<file path="src/rtl/vdma_pkg.sv">
package vdma_pkg;

    localparam logic [15:0] VRAM_BASE = 16'h8000;
    localparam logic [15:0] VRAM_WIN  = 16'h1FFF;
    localparam logic [7:0]  CTRL_IDLE = 8'hFF;

    typedef enum logic [2:0] {
        REG_SRC_HI = 3'd0,
        REG_SRC_LO = 3'd1,
        REG_DST_HI = 3'd2,
        REG_DST_LO = 3'd3,
        REG_CTRL   = 3'd4
    } reg_sel_e;

    typedef enum logic [1:0] {
        ENG_IDLE  = 2'd0,
        ENG_READ  = 2'd1,
        ENG_WRITE = 2'd2
    } eng_state_e;

    typedef struct packed {
        logic        blank;
        logic [6:0]  count;
    } ctrl_word_t;

    function automatic logic in_vram(input logic [15:0] a);
        return a[15:13] == VRAM_BASE[15:13];
    endfunction

    function automatic logic [15:0] wrap_dst(input logic [15:0] a);
        return VRAM_BASE | (a & VRAM_WIN);
    endfunction

    function automatic logic [7:0] pending_code(input logic [7:0] v);
        logic [7:0] inc;
        inc = v + 8'd1;
        return {1'b1, inc[6:0]};
    endfunction

endpackage

</file>
<file path="src/rtl/vdma_regs.sv">
module vdma_regs
    import vdma_pkg::*;
#(
    parameter int UNIT_LOG2 = 4,
    parameter int CNT_W     = 7 + UNIT_LOG2 + 1
) (
    input  logic             clk,
    input  logic             rst,
    input  logic             cfg_we,
    input  logic [2:0]       cfg_addr,
    input  logic [7:0]       cfg_wdata,
    output logic [7:0]       cfg_rdata,
    input  logic             lcd_on,
    input  logic [1:0]       vid_mode,
    input  logic             hblank_start,
    input  logic             busy,
    input  logic             done,
    input  logic [15:0]      end_src,
    input  logic [15:0]      end_dst,
    output logic             start,
    output logic [15:0]      start_src,
    output logic [15:0]      start_dst,
    output logic [CNT_W-1:0] start_len
);
    localparam logic [15:0] LOW_MASK = 16'((1 << UNIT_LOG2) - 1);
    localparam logic [CNT_W-1:0] UNIT_LEN = CNT_W'(1) << UNIT_LOG2;

    logic [7:0]  addr_q [4];
    logic [7:0]  ctrl_q;
    logic        blank_on_q;

    logic [15:0] src_al;
    logic [15:0] dst_al;
    ctrl_word_t  wv;
    logic        ctrl_wr;
    logic        reject;
    logic        go_now;
    logic        hb_go;
    logic [7:0]  ctrl_dec;
    logic [CNT_W-1:0] units;

    assign wv      = ctrl_word_t'(cfg_wdata);
    assign src_al  = {addr_q[0], addr_q[1]} & ~LOW_MASK;
    assign dst_al  = wrap_dst({addr_q[2], addr_q[3]} & ~LOW_MASK);
    assign ctrl_wr = cfg_we && !busy && (cfg_addr == REG_CTRL);
    assign reject  = in_vram(src_al);
    assign go_now  = ctrl_wr && !reject &&
                     ((!blank_on_q && !wv.blank) || (lcd_on && vid_mode == 2'd0));
    assign hb_go   = !busy && !ctrl_wr && blank_on_q && lcd_on && hblank_start;
    assign ctrl_dec = ctrl_q - 8'd1;
    assign units   = CNT_W'(wv.count) + CNT_W'(1);

    always_comb begin
        start     = go_now || hb_go;
        start_src = src_al;
        start_dst = dst_al;
        if (go_now && !wv.blank) begin
            start_len = units << UNIT_LOG2;
        end else begin
            start_len = UNIT_LEN;
        end
    end

    always_comb begin
        unique case (cfg_addr)
            REG_SRC_HI: cfg_rdata = addr_q[0];
            REG_SRC_LO: cfg_rdata = addr_q[1];
            REG_DST_HI: cfg_rdata = addr_q[2];
            REG_DST_LO: cfg_rdata = addr_q[3];
            REG_CTRL:   cfg_rdata = ctrl_q;
            default:    cfg_rdata = CTRL_IDLE;
        endcase
    end

    always_ff @(posedge clk) begin
        if (rst) begin
            for (int i = 0; i < 4; i++) begin
                addr_q[i] <= 8'h00;
            end
            ctrl_q     <= CTRL_IDLE;
            blank_on_q <= 1'b0;
        end else if (done) begin
            addr_q[0] <= end_src[15:8];
            addr_q[1] <= end_src[7:0];
            addr_q[2] <= end_dst[15:8];
            addr_q[3] <= end_dst[7:0];
            if (blank_on_q) begin
                ctrl_q <= ctrl_dec;
                if (ctrl_dec == CTRL_IDLE) begin
                    blank_on_q <= 1'b0;
                end
            end else begin
                ctrl_q <= CTRL_IDLE;
            end
        end else if (cfg_we && !busy) begin
            if (cfg_addr == REG_CTRL) begin
                if (reject) begin
                    ctrl_q <= cfg_wdata | 8'h80;
                end else begin
                    blank_on_q <= wv.blank;
                    if (wv.blank && !lcd_on) begin
                        ctrl_q <= pending_code(cfg_wdata);
                    end else begin
                        ctrl_q <= {1'b0, wv.count};
                    end
                end
            end else if (cfg_addr < 3'd4) begin
                addr_q[cfg_addr[1:0]] <= cfg_wdata;
            end
        end
    end

endmodule

</file>
<file path="src/rtl/vdma_engine.sv">
module vdma_engine
    import vdma_pkg::*;
#(
    parameter int CNT_W = 12
) (
    input  logic             clk,
    input  logic             rst,
    input  logic             start,
    input  logic [15:0]      start_src,
    input  logic [15:0]      start_dst,
    input  logic [CNT_W-1:0] start_len,
    output logic             busy,
    output logic             done,
    output logic [15:0]      end_src,
    output logic [15:0]      end_dst,
    output logic             m_rd_en,
    output logic             m_wr_en,
    output logic [15:0]      m_addr,
    output logic [7:0]       m_wdata,
    input  logic [7:0]       m_rdata
);
    eng_state_e       state_q;
    logic [15:0]      src_q;
    logic [15:0]      dst_q;
    logic [CNT_W-1:0] rem_q;
    logic [15:0]      src_nxt;
    logic [15:0]      dst_nxt;
    logic             last;

    assign src_nxt = src_q + 16'd1;
    assign dst_nxt = wrap_dst(dst_q + 16'd1);
    assign last    = (rem_q == CNT_W'(1));

    always_ff @(posedge clk) begin
        if (rst) begin
            state_q <= ENG_IDLE;
            src_q   <= 16'h0000;
            dst_q   <= VRAM_BASE;
            rem_q   <= '0;
        end else begin
            unique case (state_q)
                ENG_IDLE: begin
                    if (start) begin
                        src_q   <= start_src;
                        dst_q   <= start_dst;
                        rem_q   <= start_len;
                        state_q <= ENG_READ;
                    end
                end
                ENG_READ: begin
                    state_q <= ENG_WRITE;
                end
                ENG_WRITE: begin
                    src_q   <= src_nxt;
                    dst_q   <= dst_nxt;
                    rem_q   <= rem_q - CNT_W'(1);
                    state_q <= last ? ENG_IDLE : ENG_READ;
                end
                default: begin
                    state_q <= ENG_IDLE;
                end
            endcase
        end
    end

    always_comb begin
        busy    = (state_q != ENG_IDLE);
        m_rd_en = (state_q == ENG_READ);
        m_wr_en = (state_q == ENG_WRITE);
        m_addr  = m_wr_en ? dst_q : src_q;
        m_wdata = m_rdata;
        done    = m_wr_en && last;
        end_src = src_nxt;
        end_dst = dst_nxt;
    end

endmodule

</file>
<file path="src/rtl/vdma_top.sv">
module vdma_top
    import vdma_pkg::*;
#(
    parameter int UNIT_LOG2 = 4
) (
    input  logic        clk,
    input  logic        rst,
    input  logic        cfg_we,
    input  logic [2:0]  cfg_addr,
    input  logic [7:0]  cfg_wdata,
    output logic [7:0]  cfg_rdata,
    input  logic        lcd_on,
    input  logic [1:0]  vid_mode,
    input  logic        hblank_start,
    output logic        m_rd_en,
    output logic        m_wr_en,
    output logic [15:0] m_addr,
    output logic [7:0]  m_wdata,
    input  logic [7:0]  m_rdata,
    output logic        cpu_stall
);
    localparam int CNT_W = 7 + UNIT_LOG2 + 1;

    logic             busy;
    logic             done;
    logic [15:0]      end_src;
    logic [15:0]      end_dst;
    logic             start;
    logic [15:0]      start_src;
    logic [15:0]      start_dst;
    logic [CNT_W-1:0] start_len;

    vdma_regs #(.UNIT_LOG2(UNIT_LOG2), .CNT_W(CNT_W)) regs_i (
        .clk(clk), .rst(rst),
        .cfg_we(cfg_we), .cfg_addr(cfg_addr), .cfg_wdata(cfg_wdata),
        .cfg_rdata(cfg_rdata),
        .lcd_on(lcd_on), .vid_mode(vid_mode), .hblank_start(hblank_start),
        .busy(busy), .done(done), .end_src(end_src), .end_dst(end_dst),
        .start(start), .start_src(start_src), .start_dst(start_dst),
        .start_len(start_len)
    );

    vdma_engine #(.CNT_W(CNT_W)) eng_i (
        .clk(clk), .rst(rst),
        .start(start), .start_src(start_src), .start_dst(start_dst),
        .start_len(start_len),
        .busy(busy), .done(done), .end_src(end_src), .end_dst(end_dst),
        .m_rd_en(m_rd_en), .m_wr_en(m_wr_en), .m_addr(m_addr),
        .m_wdata(m_wdata), .m_rdata(m_rdata)
    );

    assign cpu_stall = busy;

endmodule

</file>
<file path="config.mk">
export PLATFORM = sky130hd
export DESIGN_NAME = vdma_top
export DESIGN_NICKNAME = d
export VERILOG_FILES = /design/src/rtl/vdma_pkg.sv /design/src/rtl/vdma_regs.sv /design/src/rtl/vdma_engine.sv /design/src/rtl/vdma_top.sv
export SDC_FILE = /design/constraint.sdc
export NUM_CORES = 1
export LEC_CHECK = 0
export BUFFER_PORTS_ARGS = -buffer_cell sky130_fd_sc_hd__buf_2
export CORE_MARGIN = 2
export CORE_UTILIZATION = 50
export CTS_CLUSTER_SIZE = 8
export DETAILED_ROUTE_END_ITERATION = 16
export PLACE_DENSITY = 0.72
export SYNTH_ARGS = -nofsm -noshare
export SYNTH_HDL_FRONTEND = slang
export SYNTH_SLANG_ARGS = --single-unit
</file>
<file path="constraint.sdc">
create_clock -name clk -period 3.7 [get_ports clk]
set_input_delay 0.37 -clock clk [delete_from_list [all_inputs] [get_ports clk]]
set_output_delay 0.37 -clock clk [all_outputs]
set_load 0.01 [all_outputs]
</file>
==> Yosys cells after proc, flatten, opt, wreduce, memory -nomap -nowiden <==
Memories as Yosys holds them, arrays and structs flattened.
Cells that the tools add are included.
{ "word_totals": {"ram_bits": 32, "out_inout_bits": 35, "word_cells": 103, "inputBits": 26, "memories": 1, "ff_bits": 55} }
{ "op_classes": {"n_reduce_logical": 32, "n_bitwise": 4, "mux": 42, "eq_ne": 11, "addsub": 6, "magnitude_cmp": 1} }
{ "mem_list": {"columns": ["name", "depth", "word_bits", "rd", "rd_clocked_by_memory_dff", "wr", "line", "rtl"], "rows": [
  ["regs_i.addr_q", 4, 8, 4, 0, 4, "vdma_regs.sv:28", "logic [7:0] addr_q [4];"]
]} }
{ "op_table": {"columns": ["op", "count"], "rows": [
  ["$mux 8", 11],
  ["$pmux 16 s2", 2],
  ["$mux 16", 3],
  ["$pmux 8 s5", 1],
  ["$mux 12", 2],
  ["$pmux 12 s2", 1],
  ["$mux 1", 19],
  ["$add 16x1->16 const B", 1],
  ["$add 13x1->13 const B", 1],
  ["$logic_and 1x1->1", 13],
  ["$eq 12x1->1 const B", 1],
  ["$sub 12x1->12 const B", 1],
  ["$add 7x1->8 const B", 1],
  ["$eq 8x8->1 const B", 1],
  ["$reduce_bool 2->1", 4],
  ["$reduce_or 8->1", 1],
  ["$sub 8x1->8 const B", 1],
  ["$add 7x1->7 const B", 1],
  ["$eq 3x2->1 const B", 2],
  ["$eq 3x3->1 const B", 2],
  ["$logic_not 1->1", 6],
  ["$pmux 2 s3", 1],
  ["$logic_not 2->1", 2],
  ["$mux 2", 2],
  ["11 further kinds", 16]
]} }

==> Longest topological paths before layout <==
Gate-level depths: netlist of run 1.
{ "depth": {"word_depth": 12, "mapped_depth": 8} }

==> Modules after synthesis <==
A second synthesis of run 1 with hierarchy kept.
{ "hier_totals": {"cells_unflattened": 753, "area_unflattened_um2": 6187.2} }
{ "modules_own_cells": {"columns": ["mod", "seq_area_each_um2", "cells_per_inst", "instances", "area_per_inst_um2"], "rows": [
  ["vdma_engine", 920.9, 447, 1, 3268.1],
  ["vdma_regs", 1141.1, 306, 1, 2919.0]
]} }

==> Least setup slack after synthesis of run 1 <==
Ideal clock, no wire load.
{ "synth_path": {"path_kind": "in2out", "start": "input cfg_addr[0]", "end": "output cfg_rdata[7]", "path_stages": 5, "path_slack_ns": 1.471, "required_time_ns": 3.330, "arrival_ns": 1.859, "path_cell_list": "clkbuf_1 -> buf_1 -> buf_1 -> a22oi_1 -> o21ai_0"} }
{ "synth_between": {"elab_chain_cells": 2, "word_cells_on_any_way": 6, "classes_between": "eq/ne: 4; mux: 1; reduce/logical: 1"} }
{ "synth_lines": {"columns": ["element", "line", "rtl"], "rows": [
  ["from (decl)", "vdma_top.sv:9", "input logic [2:0] cfg_addr,"],
  ["$eq 3x3->1, or another cell as far along", "vdma_regs.sv:65", "unique case (cfg_addr)"],
  ["$pmux 8 s5 (*)", "vdma_regs.sv:65", null],
  ["to (decl)", "vdma_top.sv:11", "output logic [7:0] cfg_rdata,"]
]} }
Every way passes the cells marked *; elsewhere a longest branch is shown, timed or not.

==> Worst setup path after layout of run 1 <==
{ "layout_path": {"start": "register eng_i.state_q[0]", "end": "register eng_i.src_q[11]"} }
{ "layout_between": {"elab_chain_cells": 12, "word_cells_on_any_way": 18, "classes_between": "eq/ne: 2; mux: 1; reduce/logical: 15"} }
{ "layout_lines": {"columns": ["element", "line", "rtl"], "rows": [
  ["from (decl)", "vdma_engine.sv:22", "eng_state_e state_q;"],
  ["from (signal assigned)", "vdma_engine.sv:57", "state_q <= last ? ENG_IDLE : ENG_READ;"],
  ["$reduce_bool 2->1", "vdma_engine.sv:67", "busy = (state_q != ENG_IDLE);"],
  ["$logic_not 1->1", "vdma_regs.sv:45, vdma_regs.sv:49", null],
  ["$logic_and 1x1->1 (2 in a row)", "vdma_regs.sv:45", "assign ctrl_wr = cfg_we && !busy && (cfg_addr == REG_CTRL);"],
  ["$logic_not 1->1", "vdma_regs.sv:49", "assign hb_go = !busy && !ctrl_wr && blank_on_q && lcd_on && hblank_start;"],
  ["$logic_and 1x1->1 (4 in a row)", "vdma_regs.sv:49", null],
  ["$logic_or 1x1->1", "vdma_regs.sv:54", "start = go_now || hb_go;"],
  ["$ne 2x1->1 (no line)", null, null],
  ["$reduce_and 2->1 (no line)", null, null],
  ["to (signal assigned)", "vdma_engine.sv:44", "src_q <= start_src;"],
  ["to (signal assigned)", "vdma_engine.sv:54", "src_q <= src_nxt;"],
  ["to (decl)", "vdma_engine.sv:23", "logic [15:0] src_q;"]
]} }
Parallel ways exist; a longest one is shown, timed or not.
A chain may end at the register's enable or synchronous reset.

==> out/results.ini, run 1 <==
[run_status]
status = completed

[global_route]
track_usage_pct = 28.11
overflow = 0
grt_antenna_before_repair = 0
grt_max_degree = 45
first_global_vias = 4569
grt_pass1_wl_mm = 24.98

[worst_setup_path]
r2r_slack_ns = 0.89
worst_setup_path_start_kind = register
r2r_cells = 5
crit_fanout = 19
required_ns = 3.98
cp.arrival_ns = 3.09
r2r-start = eng_i.state_q[0]
end_kind = register
crit_type = register to register
r2r-end = eng_i.src_q[11]

[worst_hold_path]
min_path_type = primary input to register
holdCritStartpoint = cfg_wdata[1]
hold_path_end = regs_i.addr_q[0][1]
hold_depth = 3

[cells_and_area]
layout.nets = 694
layout_common_cells = nand2_1, dfxtp_1, nor2_1
area_delta_synth_final_pct = 6.793
num-fill-cells = 1027
diodes = 0
multi_input_area_um2 = 3052
seq_area_um2 = 2002
fin_util_pct = 55.33
drive_gt1_share_pct = 12.59
final_common_cell = nand2_1

[cts]
cts_buffers = 9
ctsResizeCount = 0
h-tree-depth = 3
cts_setup_buffers = 0
cts_tree = done
path_clk_slew_ns = 0.09
cts-hold-fix-buffers = 0
cts_num_sinks = 84
clock_path_buffers = 2
clkLatencyLatePin_ns = 0.38
clockRootBuffer = clkbuf_8

[sta]
rsz0062_at_grt = no
setup_viol = 0
slew_violations = 0
finalHoldViolations = 0
min_period_ns = 2.810
max_slew_margin_pct = 42.46
tightest_slew_ns = 0.8609
setup_tns_ns = 0
finalCritPeriodShare_pct = 75.95
fmax_mhz = 355.9
clock_skew_ns = 0.01740

[logic_synthesis]
ys_ff_latch = 84
synth_edf_count = 32
ys.flop_type = dfxtp_1
netlist_instances = 661
yosys_warnings = 0
ys_types = 63
ys_seq_area_share_pct = 37.10
avgSynthCellArea_um2 = 8.164
synthArstFlopShare_pct = 0
netlist_area_um2 = 5396
syn-num-nets = 693

[routing]
drt_iter0_drc = 608
drc_errors = 0
firstDrtPassIters = 5
vias = 5000
wirelength_mm = 15.44
ant_nets = 0
via_per_inst = 6.227
wl_per_cell_um = 19.22

[die]
die_y_um = 107.9
die_w_um = 107.9
die_area_um2 = 11640
io_pins = 61
coreArea_um2 = 10420
rows = 37
start_util_pct = 51.81

[power]
peakVddDrop_mv = 0.1910
finalPower_uw = 1893
leakagePower_uw = 0.002070
power.density_nw_per_um2 = 328.5

[place]
io_buffers = 44
hpwlAfterDp_mm = 11.00
gp_congestion = 0.8868

[job]
maxCapViolations = 0

-- cells in the mapped netlist (all sizes together), types with 6 or more instances --
cell / number / share of area (%)
dfxtp: 52 / 19
clkbuf: 39 / 2.7
a31oi: 8 / 0.93
nand2b: 11 / 1.6
nor4: 8 / 1.2
xnor2: 23 / 3.7
o22ai: 7 / 0.81
mux2i: 9 / 1.7
nor2: 50 / 3.5
o21ai: 47 / 4.4
buf: 25 / 2.7
nor3: 14 / 1.3
xor2: 20 / 3.2
a211o: 9 / 1.5
nand2: 96 / 6.7
or3: 9 / 1.0
mux2: 6 / 1.3
and2: 8 / 0.93
a211oi: 6 / 0.83
nand4: 10 / 1.2
edfxtp: 32 / 18
a21oi: 45 / 4.2
ha: 6 / 1.4
inv: 17 / 1.2
and3: 9 / 1.0
nand3: 19 / 1.8
o22a: 7 / 1.1
-- logic make-up after synthesis --
logic type	after synthesis	share of synthesized area, %
AOI/OAI and AO/OA	175	21.15
xor gates and xnor gates	43	6.979
adders and majority gates	6	1.391
buffers and inverters	81	6.562
DFF	84	37.10
muxes	15	2.921
and+or+nand+nor	257	23.90
-- critical path, stage by stage, from the launching register on --
cell and delay, ns:
dfxtp_1 0.36, or3b_1 0.54, nor4_4 0.47, a221o_1 0.78, o21ai_0 0.21, a221oi_1 0.35
-- registers in the layout (all words and copies together) (netlist names) --
name	count
eng_i.state_q	2
regs_i.blank_on_q	1
eng_i.rem_q	12
eng_i.src_q	16
regs_i.ctrl_q	8
eng_i.dst_q	13
regs_i.addr_q	32
-- through the flow --
| stage | worst slack (ns) | instances | hold WS, ns | area (µm²) |
|---|---|---|---|---|
| after floorplan | 1.471 | 661 | 0.4541 | 5396 |
| after global placement | 0.9787 | 787 | 0.4722 | 5583 |
| after detailed placement | 0.8681 | 787 | 0.4796 | 5583 |
| after CTS | 0.9298 | 803 | 0.3955 | 5763 |
| after global routing | 0.7171 | 803 | 0.4311 | 5763 |
| final | 0.8899 | 803 | 0.4131 | 5763 |
-- final cells by class --
cell class | instances | area share (%)
multi-input cells | 496 | 52.95
flip-flops and latches | 84 | 34.74
repair buffers | 54 | 5.124
well taps | 136 | 2.953
clock buffers | 14 | 2.475
inverters | 17 | 1.107
clock inverters | 2 | 0.6513
-- where the power goes --
part / internal, µW / switching, µW
logic: 83.7 / 141
clock network: 314 / 344
registers: 982 / 27.6
-- worst max path at each step --
stage / start / endpoint / slack [ns] / depth (start not counted)
after global routing: eng_i.state_q[0] / eng_i.src_q[11] / 0.72 / 5
after detailed placement: cfg_we / eng_i.src_q[11] / 0.87 / 6
after CTS: eng_i.state_q[0] / eng_i.src_q[11] / 0.93 / 5
after floorplan: cfg_addr[0] / cfg_rdata[7] / 1.47 / 5
after global placement: cfg_we / eng_i.src_q[11] / 0.98 / 6
final: eng_i.state_q[0] / eng_i.src_q[11] / 0.89 / 5
-- per-layer routing --
metal  GRT usage [%]  vias up  share of wire [%]
met5               0        -                  0
met4           9.341        0                1.8
met3           4.177       26                8.1
met2           41.64      230                 44
met1           41.74     2361                 46
li1                -     2383                  -
(Power assumes the default switching activity.)
==> inputs of run 2 (changes only) <==
Clock period 3.7 ns to 2.6 ns, I/O delays scaled along.
==> run 2 against run 1 <==
Against the previous run: critical path depth up 1; highest routed layer unchanged; largest power group unchanged; critical endpoint is now eng_i.src_q[15]; non-clock buffer count up 20; die area did not move; routed wire length up 2.9%; clock skew decreased by 0.0046 ns.
==> out/results.ini, run 2 (synthesis gave the netlist of run 1 again) <==
[run_status]
status = completed

[sta]
finalCritPeriodShare_pct = 91.05  ; +15 points
max_slew_margin_pct = 44.47  ; +2.0 points
rsz0062_at_grt = no
tightest_slew_ns = 0.8329  ; -0.02793 ns
slew_violations = 0  ; unchanged
setup_viol = 0  ; unchanged
min_period_ns = 2.367  ; -0.4427 ns
fmax_mhz = 422.4  ; +19%
setup_tns_ns = 0  ; unchanged
layout_setup_ws_ns = 0.2326  ; -0.6573 ns
clock_skew_ns = 0.01277  ; -0.004630 ns
finalHoldViolations = 0  ; unchanged

[routing]
via_per_inst = 6.175  ; -0.83%
wirelength_mm = 15.89  ; +2.9%
ant_nets = 0  ; unchanged
vias = 5082  ; +1.6%
firstDrtPassIters = 5  ; unchanged
wl_per_cell_um = 19.30  ; +0.41%
drc_errors = 0  ; unchanged
drt_iter0_drc = 629  ; +3.5%

[power]
leakagePower_uw = 0.002202  ; +6.4%
peakVddDrop_mv = 0.2982  ; +56%
power.density_nw_per_um2 = 481.9  ; +47%

[die]
die_y_um = 107.9  ; unchanged
coreArea_um2 = 10420  ; unchanged
io_pins = 61  ; unchanged
rows = 37  ; unchanged
die_area_um2 = 11640  ; unchanged
start_util_pct = 51.81  ; unchanged
die_w_um = 107.9  ; unchanged

[job]
maxCapViolations = 0  ; unchanged

[cells_and_area]
diodes = 0  ; unchanged
drive_gt1_share_pct = 15.87  ; +3.3 points
num-fill-cells = 978  ; -4.8%
layout.nets = 714  ; +2.9%
top_regs = regs_i.addr_q (32), eng_i.src_q (16), eng_i.dst_q (13)
layout_common_cells = nand2_1, dfxtp_1, nor2_1
largest-register = regs_i.addr_q
area_delta_synth_final_pct = 10.64
fin_util_pct = 57.32  ; +2.0 points
largest_register_ffs = 32  ; unchanged
final_common_cell = nand2_1

[worst_setup_path]
crit_fanout = 18  ; -1
worst_setup_path_start_kind = register
cp.arrival_ns = 2.65  ; -0.44 ns
required_ns = 2.88  ; -1.10 ns
end_kind = register
crit_type = register to register

[global_route]
track_usage_pct = 28.24  ; +0.12 points
grt_antenna_before_repair = 0  ; unchanged
grt_pass1_wl_mm = 25.48  ; +2.0%
first_global_vias = 4800  ; +5.1%
overflow = 0  ; unchanged
grt_max_degree = 48  ; +6.7%

[worst_hold_path]
min_path_type = primary input to register

[cts]
cts_buffers = 9  ; unchanged
cts-hold-fix-buffers = 0  ; unchanged
path_clk_slew_ns = 0.10  ; about the same
ctsResizeCount = 0  ; unchanged
clock_path_buffers = 2  ; unchanged
cts_num_sinks = 84  ; unchanged
cts_setup_buffers = 0  ; unchanged
clockRootBuffer = clkbuf_8
cts_tree = done
h-tree-depth = 3  ; unchanged
clkLatencyLatePin_ns = 0.36  ; -0.02 ns

[place]
gp_congestion = 0.8939  ; +0.80%
hpwlAfterDp_mm = 11.54  ; +4.9%
io_buffers = 44  ; unchanged
pre_cts_slack_ns = 0.2926  ; -0.5755 ns

## run 2: cell count changes in the layout (fill, tap and decap cells not counted)
cell        change
inv_8           +1
buf_6           +1
clkinv_8        +1
clkinv_4        +1
buf_4          +19
clkinvlp_4      -1
inv_6           +1
clkbuf_1        -5
clkinv_2        +1
bufinv_16       +1
## run 2: worst paths after layout
| kind | startpoint | endpoint | slack, ns | depth (start not counted) |
|---|---|---|---|---|
| setup / recovery | eng_i.state_q[0] | eng_i.src_q[15] | 0.23 | 6 |
| hold / removal | cfg_wdata[1] | regs_i.addr_q[0][1] | 0.30 | 3 |
| setup reg to reg | eng_i.state_q[0] | eng_i.src_q[15] | 0.23 | 6 |
| hold reg to reg | eng_i.rem_q[9] | eng_i.rem_q[9] | 0.48 | 2 |
## run 2: worst max-delay path, cell delays in order, from the launching register on
cell and delay (ns):
dfxtp_1 0.37, or3b_1 0.46, nand2b_4 0.21, a221oi_4 0.71, buf_4 0.29, o21ai_0 0.10
a31oi_1 0.14
## run 2: report_power, final
part | switching, µW | internal [µW]
clock | 539 | 560
sequential | 36.3 | 1400
combinational | 210 | 134
total | 785 | 2090
## run 2: final cells by class
class                      count  area (µm²)  area share (%)
inverter                      17       63.81           1.069
clock buffer                   9       123.9           2.075
timing repair buffer          74       449.2           7.523
tap                          136       170.2           2.850
multi-input combinational    496        3052           51.11
sequential                    84        2002           33.53
clock inverter                 7       110.1           1.844
## run 2: layer usage
metal,routed length (µm),global-route usage [%],up-vias,part of all wire (%)
met4,358,7.692,0,2.3
li1,-,-,2418,-
met3,1358,5.690,35,8.5
met1,7225,41.38,2388,45
met5,0,0,-,0
met2,6945,42.18,241,44
## run 2: through the flow
step / cells / total power (µW) / area, µm² / hold slack [ns]
final: 823 / 2877 / 5971 / 0.3037
after global routing: 823 / 2977 / 5971 / 0.3210
after CTS: 823 / 2884 / 5967 / 0.2988
after detailed placement: 807 / 1801 / 5733 / 0.4666
after global placement: 807 / 1795 / 5733 / 0.4629
after floorplan: 661 / 1688 / 5396 / 0.4471
==> inputs of run 3 (changes only) <==
Settings changed: ABC_AREA set to 1.
==> run 3 against run 2 <==
Against the previous run: worst hold slack got worse by 0.11 ns; largest cell class unchanged; largest power group unchanged; worst setup slack improved by 0.048 ns; via count rose by 11%; routed wire length rose by 1.0%; synthesized area rose by 0.44%; clock power fell by 11%; clock skew fell by 0.0014 ns.
==> out/results.ini, run 3 <==
[power]
finalPower_uw = 3014  ; +4.8%
power.density_nw_per_um2 = 508.6  ; +5.5%
peakVddDrop_mv = 0.2582  ; -13%
leakagePower_uw = 0.002583  ; +17%

[logic_synthesis]
ys_types = 37  ; -41%
avgSynthCellArea_um2 = 6.667  ; -18%
synth_edf_count = 32  ; unchanged
synthArstFlopShare_pct = 0  ; unchanged
synth.most_common_cell = nand2_1
synth_commonest_cells = nand2_1, inv_1, nor2_1
yosys_warnings = 0  ; unchanged
syn-num-nets = 845  ; +22%
netlist_area_um2 = 5420  ; +0.44%
yosysTopAreaCellShare_pct = 19.21  ; -0.085 points
netlist_instances = 813  ; +23%
synth.area.top_cells = dfxtp_1, edfxtp_1, nand2_1
ys.flop_type = dfxtp_1
synth_largest_area_cell = dfxtp_1
ys_seq_area_share_pct = 36.93  ; -0.16 points
ys_ff_latch = 84  ; unchanged

[global_route]
track_usage_pct = 28.64  ; +0.41 points
grt_antenna_before_repair = 0  ; unchanged
first_global_vias = 5024  ; +4.7%
overflow = 0  ; unchanged
grt_max_degree = 44  ; -8.3%
grt_pass1_wl_mm = 25.92  ; +1.7%

[place]
place_area_um2 = 5727  ; -0.11%
hpwlAfterDp_mm = 12.08  ; +4.7%
gp_congestion = 0.9560  ; +6.9%
pre_cts_slack_ns = 0.3788  ; +0.08621 ns
io_buffers = 44  ; unchanged

[sta]
rsz0062_at_grt = no
finalCritPeriodShare_pct = 89.21  ; -1.8 points
setup_tns_ns = 0  ; unchanged
layout_setup_ws_ns = 0.2806  ; +0.04796 ns
fmax_mhz = 431.1  ; +2.1%
finalHoldViolations = 0  ; unchanged
clock_skew_ns = 0.01142  ; -0.001353 ns
tightest_slew_ns = 0.7507  ; -0.08220 ns
max_slew_margin_pct = 49.49  ; +5.0 points
setup_viol = 0  ; unchanged
slew_violations = 0  ; unchanged
min_period_ns = 2.319  ; -0.04796 ns

[worst_setup_path]
r2r_cells = 10  ; +4
worst_setup_path_start_kind = register
end_kind = register
crit_fanout = 43  ; +25
crit_type = register to register
cp.arrival_ns = 2.62  ; -0.03 ns
required_ns = 2.90  ; +0.02 ns

[cells_and_area]
final_common_cell = nand2_1
area_delta_synth_final_pct = 9.349
largest-register = regs_i.addr_q
num-fill-cells = 1021  ; +4.4%
top_regs = regs_i.addr_q (32), eng_i.src_q (16), eng_i.dst_q (13)
largest_register_ffs = 32  ; unchanged
layout.nets = 876  ; +23%
layout_common_cells = nand2_1, inv_1, nor2_1
finish.instance_area_um2 = 5927  ; -0.73%
drive_gt1_share_pct = 9.894  ; -6.0 points
diodes = 0  ; unchanged
fin_util_pct = 55.40  ; -1.9 points

[cts]
cts_num_sinks = 84  ; unchanged
clkLatencyLatePin_ns = 0.36  ; about the same
clock_path_buffers = 2  ; unchanged
cts_setup_buffers = 0  ; unchanged
cts_tree = done
ctsResizeCount = 0  ; unchanged
clockRootBuffer = clkbuf_8
cts_buffers = 9  ; unchanged
path_clk_slew_ns = 0.09  ; about the same
cts-hold-fix-buffers = 0  ; unchanged
h-tree-depth = 3  ; unchanged

[die]
die_area_um2 = 11690  ; +0.42%
start_util_pct = 50.67  ; -1.1 points
io_pins = 61  ; unchanged
coreArea_um2 = 10700  ; +2.7%
die_y_um = 108.1  ; +0.21%
rows = 38  ; +2.7%
die_w_um = 108.1  ; +0.21%

[worst_hold_path]
min_path_type = primary input to register
hold_depth = 3  ; unchanged

[routing]
via_per_inst = 5.694  ; -7.8%
drt_iter0_drc = 670  ; +6.5%
firstDrtPassIters = 6  ; +1
drc_errors = 0  ; unchanged
ant_nets = 0  ; unchanged
vias = 5631  ; +11%
wirelength_mm = 16.05  ; +1.0%
wl_per_cell_um = 16.22  ; -16%

[run_status]
status = completed

[job]
maxCapViolations = 0  ; unchanged

run 3: cell types whose count changed after synthesis, moves of 21 or more:
cell | previous run | this run
o21ai_0 | 47 | 68
nor2_1 | 50 | 80
nand3_1 | 19 | 75
clkbuf_1 | 39 | 12
nand2_1 | 96 | 225
inv_1 | 16 | 94
run 3: layout make-up:
type	count	area (µm²)	area share (%)
multi-input combinational	600	2889	48.74
sequential	84	2002	33.78
inverter	96	360.3	6.080
timing repair buffer	53	300.3	5.067
tap	140	175.2	2.955
clock buffer	10	127.6	2.153
clock inverter	6	72.57	1.224
run 3: cell families after synthesis:
kind of cell	synth area share (%)
compound gates	14.87
xor+xnor	3.393
fa+ha+maj	1.385
buf+inv	9.857
flops	36.93
simple gates	33.56
run 3: where the power goes:
group          switching (µW)  internal (µW)
clock                     519            455
combinational             354            172
sequential               79.2           1440
run 3: per-stage QoR:
step / hold WS (ns) / instances
after floorplan: 0.4272 / 813
after global placement: 0.4710 / 973
after detailed placement: 0.4827 / 973
after CTS: 0.1960 / 989
after global routing: 0.2068 / 989
final: 0.1956 / 989
run 3: per-layer routing:
layer | wire, µm | share of wire [%] | GRT usage, %
met2 | 6679 | 42 | 41.11
met1 | 7444 | 46 | 43.52
met4 | 440 | 2.7 | 10.44
met5 | 0 | 0 | 0
met3 | 1482 | 9.2 | 4.039
run 3: critical path, cell delays in order, from the launching register on:
cell and delay [ns]:
dfxtp_1 0.39, nor2_1 0.32, nand2_2 0.18, inv_1 0.13, nand2_1 0.21, nand2_1 0.20, nand2_1 0.09, nand2_2 0.06
buf_4 0.39, o21ai_0 0.14, a21oi_1 0.13
run 3: final timing paths:
path                            slack (ns)        startpoint                to
worst max-delay path                  0.28  eng_i.state_q[0]    eng_i.src_q[3]
worst min-delay path                  0.20      cfg_wdata[6]  regs_i.ctrl_q[6]
worst max register to register        0.28  eng_i.state_q[0]    eng_i.src_q[3]
worst min register to register        0.49   eng_i.src_q[15]   eng_i.src_q[15]
